`src/rtl/lp_wait_stop_seq.sv`:
```
module lp_wait_stop_seq #(
  parameter int N_IRQ = 8,
  parameter logic [N_IRQ-1:0] STOP_WAKE_MASK = 8'h0F
) (
  input  logic             clk,
  input  logic             rst_n,
  input  logic             wait_strobe,
  input  logic             stop_strobe,
  input  logic [N_IRQ-1:0] irq_req,
  input  logic             break_req,
  input  logic             wdog_disable,
  input  logic             flag_wr,
  input  logic             flag_wdata,
  output logic             cpu_clk_en,
  output logic             per_clk_en,
  output logic             wdog_clk_en,
  output logic             imask_clr,
  output logic             stack_start,
  output logic [1:0]       vec_sel,
  output logic             brk_flag
);

  typedef enum logic [1:0] {S_RUN, S_WAIT, S_STOP} mode_t;
  localparam logic [1:0] VEC_NONE = 2'b00;
  localparam logic [1:0] VEC_IRQ  = 2'b01;
  localparam logic [1:0] VEC_SWI  = 2'b10;

  mode_t mode_q, mode_d;
  logic  enter_sleep, asleep, stop_ctx, irq_wake, wake;

  assign enter_sleep = (mode_q == S_RUN) && (wait_strobe || stop_strobe);
  assign asleep      = (mode_q != S_RUN) || enter_sleep;
  assign stop_ctx    = (mode_q == S_STOP) || ((mode_q == S_RUN) && stop_strobe);
  assign irq_wake    = stop_ctx ? |(irq_req & STOP_WAKE_MASK) : (asleep && |irq_req);
  assign wake        = irq_wake || break_req;

  always_comb begin
    mode_d = mode_q;
    if (wake)                              mode_d = S_RUN;
    else if (mode_q == S_RUN && stop_strobe) mode_d = S_STOP;
    else if (mode_q == S_RUN && wait_strobe) mode_d = S_WAIT;
  end

  always_ff @(posedge clk or negedge rst_n) begin
    if (!rst_n) begin
      mode_q      <= S_RUN;
      imask_clr   <= 1'b0;
      stack_start <= 1'b0;
      vec_sel     <= VEC_NONE;
      brk_flag    <= 1'b0;
    end else begin
      mode_q      <= mode_d;
      imask_clr   <= enter_sleep;
      stack_start <= wake;
      vec_sel     <= break_req ? VEC_SWI : (irq_wake ? VEC_IRQ : VEC_NONE);
      if (break_req && asleep)         brk_flag <= 1'b1;
      else if (flag_wr && !flag_wdata) brk_flag <= 1'b0;
    end
  end

  assign cpu_clk_en  = (mode_q == S_RUN);
  assign per_clk_en  = (mode_q != S_STOP);
  assign wdog_clk_en = (mode_q == S_RUN) || ((mode_q == S_WAIT) && !wdog_disable);

endmodule

```
`config.mk`:
```
export PLATFORM = sky130hd
export DESIGN_NAME = lp_wait_stop_seq
export DESIGN_NICKNAME = d
export VERILOG_FILES = /design/src/rtl/lp_wait_stop_seq.sv
export SDC_FILE = /design/constraint.sdc
export NUM_CORES = 1
export LEC_CHECK = 0
export ABC_AREA = 1
export ABC_CLOCK_PERIOD_IN_PS = 900
export CORE_AREA = 2 2 39 41
export DETAILED_ROUTE_END_ITERATION = 10
export DIE_AREA = 0 0 41 43
export GPL_TIMING_DRIVEN = 0
export PLACE_DENSITY = 0.68
export SYNTH_ARGS = -nofsm -noshare
export SYNTH_HDL_FRONTEND = slang
export SYNTH_SLANG_ARGS = --single-unit
```
`constraint.sdc`:
```
create_clock -name clk -period 0.9 [get_ports clk]
set_input_delay 0.09 -clock clk [delete_from_list [all_inputs] [get_ports clk]]
set_output_delay 0.09 -clock clk [all_outputs]
set_load 0.005 [all_outputs]
```
==> results.cfg, run 1 <==
[finish]
final-instance-count-excl-fill = 98
num-fill-cells = 137
multiInputGateArea_um2 = 188
design_area_um2 = 734
antenna-diode-count = 0
layout.core_utilization_pct = 53.1
final-seq-area_um2 = 178
areaGrowthSynthToFinish_pct = 92.5
final_net_count = 99
final_layout_size_suffix_gt1_share_pct = 41.5

[worst_setup_path]
worst-r2r-setup-slack_ns = -0.28
setup.worst_path.class = register to output pin
worst_r2r_endpoint = mode_q[1]
worst-path-max-fanout = 4
cp_top_family = flip-flops
timing.critical_path.arrival_ns = 1.10
endpoint_kind = output pin
cp_slowest_stage_delay_ns = 0.40
critPathLaunchType = register
crit_required_ns = 0.81
r2r_cells = 8
cp_num_cells = 4
reg2reg_launch_point = mode_q[1]
cp_cell_sequence = buf_4 -> buf_6 -> a21oi_2 -> buf_2
critPathBufInv = 3
crit_path_top_delay_cell = sky130_fd_sc_hd__dfrtp_2

[routing]
drc_violations_left = 0
drt_pre_antenna_iters = 2
drt-wirelength-per-cell_um = 9.05
antenna_violating_nets_post_route = 0
detail_route.vias_per_cell = 4.15
routed_wirelength_um = 887
drt_iter0_markers = 6
detailroute.via_count = 407

[clock_network]
tritoncts_num_sinks = 7
cts-hold-fix-buffers = 0
cts_tree = yes
cell_at_the_root_of_the_clock_tree = sky130_fd_sc_hd__clkbuf_4
worst_skew_pair.late_latency_ns = 0.24
max-clock-path-buffers = 2
cts-htree-levels = 1
cts-buffers-inserted = 3
clk_pin_slew_ns = 0.05

[timing]
slew_headroom_pct = 80.1
final_period_minus_worst_setup_slack_ns = 1.19
drv_slew = 0
max_slew.worst_pin.slew_ns = 0.297
skew_ns = 0.000883
post-route-period-util_pct = 132
rsz_0062_raised_after_global_routing = yes
finalSetupViolCount = 9
hold_viol = 0
final_worst_setup_slack_ns = -0.287
max_clock_freq_mhz = 842

[synth]
synth-seq-cells = 7
synth.yosys.seq_area_share_pct = 45.9
postSynthCellCount = 48
synth_enable_flop_cells = 0
async_flop_share_pct = 100
yosysMostFrequentCell = sky130_fd_sc_hd__inv_1
synth_top_area_share_pct = 45.9
post-synth-top-area-cell = sky130_fd_sc_hd__dfrtp_1
synth_area_per_cell_um2 = 7.95
synth.top_cells.by_count = sky130_fd_sc_hd__inv_1 (13), sky130_fd_sc_hd__dfrtp_1 (7), sky130_fd_sc_hd__nand2_1 (7)
synth_top_flop_cell = sky130_fd_sc_hd__dfrtp_1
ys_warn_count = 0
synth_cell_types = 17
synth.top_cells.by_area = sky130_fd_sc_hd__dfrtp_1 (46%), sky130_fd_sc_hd__inv_1 (13%), sky130_fd_sc_hd__nand2_1 (6.9%)
postSynthNetCount = 64
syn_area_um2 = 382

[pwr]
fin_total_pwr_mw = 0.830
cellPowerDensity_mw_per_mm2 = 1130
power.ir.vdd_worst_mv = 0.395
static_power_due_to_leakage_nw = 0.370

[place]
hpwl_um = 631
place.gp.congestion = 0.684
post_dp_cell_area_um2 = 639
placed_cell_count = 87
io_buffers = 23

[floorplanning]
die_x_um = 41
core_region_area_mm2 = 0.00138
die_y_um = 43
floorplan.die_area_mm2 = 0.00176
io-pin-count = 24
placement_rows = 14
effective_utilization_at_floorplan_pct = 27.6

[global_route]
total_routing_usage_reported_by_global_routing_pct = 11.2
globalRoute.totalOverflow = 0
antenna_found_initial = 0
wire_length_of_the_first_global_routing_pass_um = 1350
grt_pass1_vias = 378
grt_max_degree = 8

[worst_hold_path]
min_path_type = primary input to async pin

[outcome]
run_status = finished, violations left
failing_checks = setup timing

[flow_run]
drv_cap = 0
## flip-flops by register name, summed over array words and instances (netlist names)
register,cells
vec_sel,2
imask_clr,1
stack_start,1
mode_q,2
brk_flag,1
## cell families (layout without fill, tap and decap cells)
group	Yosys count	count (layout)	synth area share, %
simple gates	21	21	30.8
buf+inv	14	48	13.8
flops	7	7	45.9
compound gates	6	6	9.51
## layout make-up
class                      instances  share of cell area, %
inverter                          14                   7.50
multi-input combinational         27                   25.6
tap                               16                   2.73
clock buffer                       4                   3.58
timing repair buffer              30                   36.5
sequential                         7                   24.2
## per-layer routing
| layer | GRT usage (%) | up-vias | routed length [um] | share of wire (%) |
|---|---|---|---|---|
| met1 | 10.9 | 179 | 301 | 34 |
| met3 | 1.57 | 0 | 78 | 8.8 |
| met2 | 19.7 | 16 | 506 | 57 |
| met5 | 0 | - | 0 | 0 |
| met4 | 8.00 | 0 | 0 | 0 |
| li1 | - | 212 | - | - |
## worst max-delay path by stage
stage	slack, ns	end	startpoint
6_report	-0.29	wdog_clk_en	mode_q[1]
4_1_cts	-0.28	mode_q[1]	mode_q[0]
3_3_place_gp	-0.32	wdog_clk_en	wdog_disable
2_1_floorplan	-0.09	mode_q[1]	mode_q[1]
3_5_place_dp	-0.32	wdog_clk_en	wdog_disable
5_1_grt	-0.34	mode_q[1]	mode_q[1]
## through the flow
stage	setup WS [ns]	hold slack [ns]	TNS [ns]
3_5_place_dp	-0.315	0.364	-2.02
6_report	-0.287	0.0999	-1.90
3_3_place_gp	-0.318	0.364	-1.99
4_1_cts	-0.277	0.104	-1.68
5_1_grt	-0.343	0.113	-2.35
2_1_floorplan	-0.0880	-0.206	-0.232
## what timing repair did
item,4_1_cts,5_1_grt
setup endpoints to repair,13,13
pin swaps,4,6
resized for setup,32,10
gates cloned,0,0
setup buffers,6,1
## cell usage in the layout, fill, tap and decap left out, drive strengths merged
| cell | count |
|---|---|
| clkdlybuf4s50 | 15 |
| dfrtp | 7 |
| nor4 | 1 |
| nor2 | 5 |
| a21oi | 3 |
| clkbuf | 8 |
| o21a | 1 |
| nand3 | 3 |
| nand2 | 11 |
| o21ai | 2 |
| buf | 11 |
| inv | 14 |
| nand4 | 1 |
## power by group
group | switching, mW | internal, mW | total (mW)
clock | 0.0998 | 0.168 | 0.268
sequential | 0.00720 | 0.337 | 0.344
combinational | 0.0894 | 0.129 | 0.218
No activity file was read; power rests on OpenSTA's default activity.
==> run 2: changes to the inputs <==
--- a/config.mk
+++ b/config.mk
@@ -12,6 +12,7 @@
 export DIE_AREA = 0 0 41 43
 export GPL_TIMING_DRIVEN = 0
 export PLACE_DENSITY = 0.68
+export SLEW_MARGIN = 10
 export SYNTH_ARGS = -nofsm -noshare
 export SYNTH_HDL_FRONTEND = slang
 export SYNTH_SLANG_ARGS = --single-unit
==> results of run 2 <==
No change in the layout: final DEF, timing and power equal those of run 1.
==> run 3: changes to the inputs <==
--- a/config.mk
+++ b/config.mk
@@ -10,7 +10,6 @@
 export CORE_AREA = 2 2 39 41
 export DETAILED_ROUTE_END_ITERATION = 10
 export DIE_AREA = 0 0 41 43
-export GPL_TIMING_DRIVEN = 0
 export PLACE_DENSITY = 0.68
 export SLEW_MARGIN = 10
 export SYNTH_ARGS = -nofsm -noshare
==> results.cfg, run 3 (synthesis results as in run 1) <==
[flow_run]
drv_cap = 0

[floorplanning]
core_region_area_mm2 = 0.00138
effective_utilization_at_floorplan_pct = 27.6
die_y_um = 43
floorplan.die_area_mm2 = 0.00176
io-pin-count = 24
placement_rows = 14
die_x_um = 41

[pwr]
clock_power_share_pct = 33.5
sw_power_mw = 0.193
pwr-share-seq_pct = 42.1
cellPowerDensity_mw_per_mm2 = 1170
switching_share_pct = 23.7
static_power_due_to_leakage_nw = 0.365
internal-power_mw = 0.622
power.ir.vdd_worst_mv = 0.377
combPwrFrac_pct = 24.4

[place]
post_dp_cell_area_um2 = 662
hpwl_um = 672
placed_cell_count = 90
io_buffers = 23
post-place-ws_ns = -0.316
place.gp.congestion = 0.678

[timing]
max_clock_freq_mhz = 859
drv_slew = 0
finalSetupViolCount = 9
skew_ns = 0.00265
max_slew.worst_pin.slew_ns = 0.311
final_worst_setup_slack_ns = -0.264
rsz_0062_raised_after_global_routing = yes
hold_viol = 0
final_period_minus_worst_setup_slack_ns = 1.16
post-route-period-util_pct = 129
slew_headroom_pct = 79.2

[worst_setup_path]
cp_slowest_stage_delay_ns = 0.41
crit_required_ns = 1.03
critPathLaunchType = register
timing.critical_path.arrival_ns = 1.29
setup.worst_path.class = register to register
cp_top_family = simple AND/OR/NAND/NOR gates
endpoint_kind = register
cp_cell_sequence = buf_6 -> nor2_4 -> buf_6 -> nand3_2 -> nand2_2 -> nand2_2 -> nand3_2 -> nor2_2
critPathBufInv = 2
worst-path-max-fanout = 3
crit_path_top_delay_cell = sky130_fd_sc_hd__dfrtp_2

[clock_network]
cts-hold-fix-buffers = 0
cell_at_the_root_of_the_clock_tree = sky130_fd_sc_hd__clkbuf_4
tritoncts_num_sinks = 7
max-clock-path-buffers = 2
cts-buffers-inserted = 3
cts_tree = yes
cts-htree-levels = 1
clk_pin_slew_ns = 0.05
worst_skew_pair.late_latency_ns = 0.24

[finish]
final-instance-count-excl-fill = 99
largest_registers = mode_q x2, vec_sel x2
antenna-diode-count = 0
final_cell_mix = sky130_fd_sc_hd__clkdlybuf4s50_1 (15), sky130_fd_sc_hd__inv_1 (13), sky130_fd_sc_hd__nand2_1 (6), sky130_fd_sc_hd__buf_4 (6)
areaGrowthSynthToFinish_pct = 83.3
final_common_cell = sky130_fd_sc_hd__clkdlybuf4s50_1
final_net_count = 100
final_layout_size_suffix_gt1_share_pct = 39.8
design_area_um2 = 699

[routing]
drt_iter0_markers = 4
routed_wirelength_um = 823
detailroute.via_count = 399
detail_route.vias_per_cell = 4.03
drt_pre_antenna_iters = 4
drt-wirelength-per-cell_um = 8.31
drc_violations_left = 0
antenna_violating_nets_post_route = 0

[global_route]
total_routing_usage_reported_by_global_routing_pct = 10.7
wire_length_of_the_first_global_routing_pass_um = 1280
globalRoute.totalOverflow = 0
grt_max_degree = 8
grt.busiest_layer = met2
antenna_found_initial = 0
grtUsageMet2_pct = 18.4
groute.layer.met3.usage_pct = 1.57
grt_pass1_vias = 360
global_route.usage.met1_pct = 10.5

[outcome]
run_status = finished, violations left
failing_checks = setup timing

[worst_hold_path]
min_path_type = primary input to async pin
run 3: final timing paths:
path                       startpoint    endpoint  slack [ns]  cells past startpoint
max                         mode_q[0]   mode_q[1]       -0.26                      8
max in group asynchronous       rst_n   mode_q[0]        0.54                      1
min reg2reg                  brk_flag    brk_flag        0.50                      2
min in group clk            break_req  vec_sel[1]        0.44                      2
max reg2reg                 mode_q[0]   mode_q[1]       -0.26                      8
min                             rst_n    brk_flag        0.10                      1
run 3: power groups by stage:
stage	logic (mW)	registers [mW]	clock network (mW)
finish	0.199	0.343	0.273
global route	0.223	0.346	0.307
global placement	0.213	0.351	0
detailed placement	0.215	0.352	0
CTS	0.210	0.344	0.284
floorplan	0.0689	0.353	0
run 3: layout make-up:
type / instances / area, um^2
tap: 16 / 20.0
fill: 146 / 684
inverter: 14 / 52.6
sequential: 7 / 178
multi-input combinational: 27 / 165
clock buffer: 4 / 26.3
timing repair buffer: 31 / 258
run 3: metrics by stage:
step	util (%)	hold WS, ns	power (mW)	setup TNS [ns]
6_report	50.5	0.102	0.815	-1.66
5_1_grt	50.5	0.125	0.875	-2.20
4_1_cts	51.5	0.111	0.837	-1.81
3_5_place_dp	47.8	0.375	0.566	-2.00
3_3_place_gp	47.8	0.363	0.564	-1.91
2_1_floorplan	-	-0.206	0.422	-0.232
run 3: routing by layer:
metal	vias to the layer above	share of wire [%]	wire (um)
li1	214	-	-
met1	169	36	298
met2	16	53	436
met3	0	11	88
met4	0	0	0
met5	-	0	0
run 3: repair_timing:
action                                  in CTS  in global routing
endpoints found under the hold margin        0                  0
buffers inserted                             4                  1
resized for setup                           26                  6
endpoints found under the setup margin      13                 13
pin swaps                                    4                  1
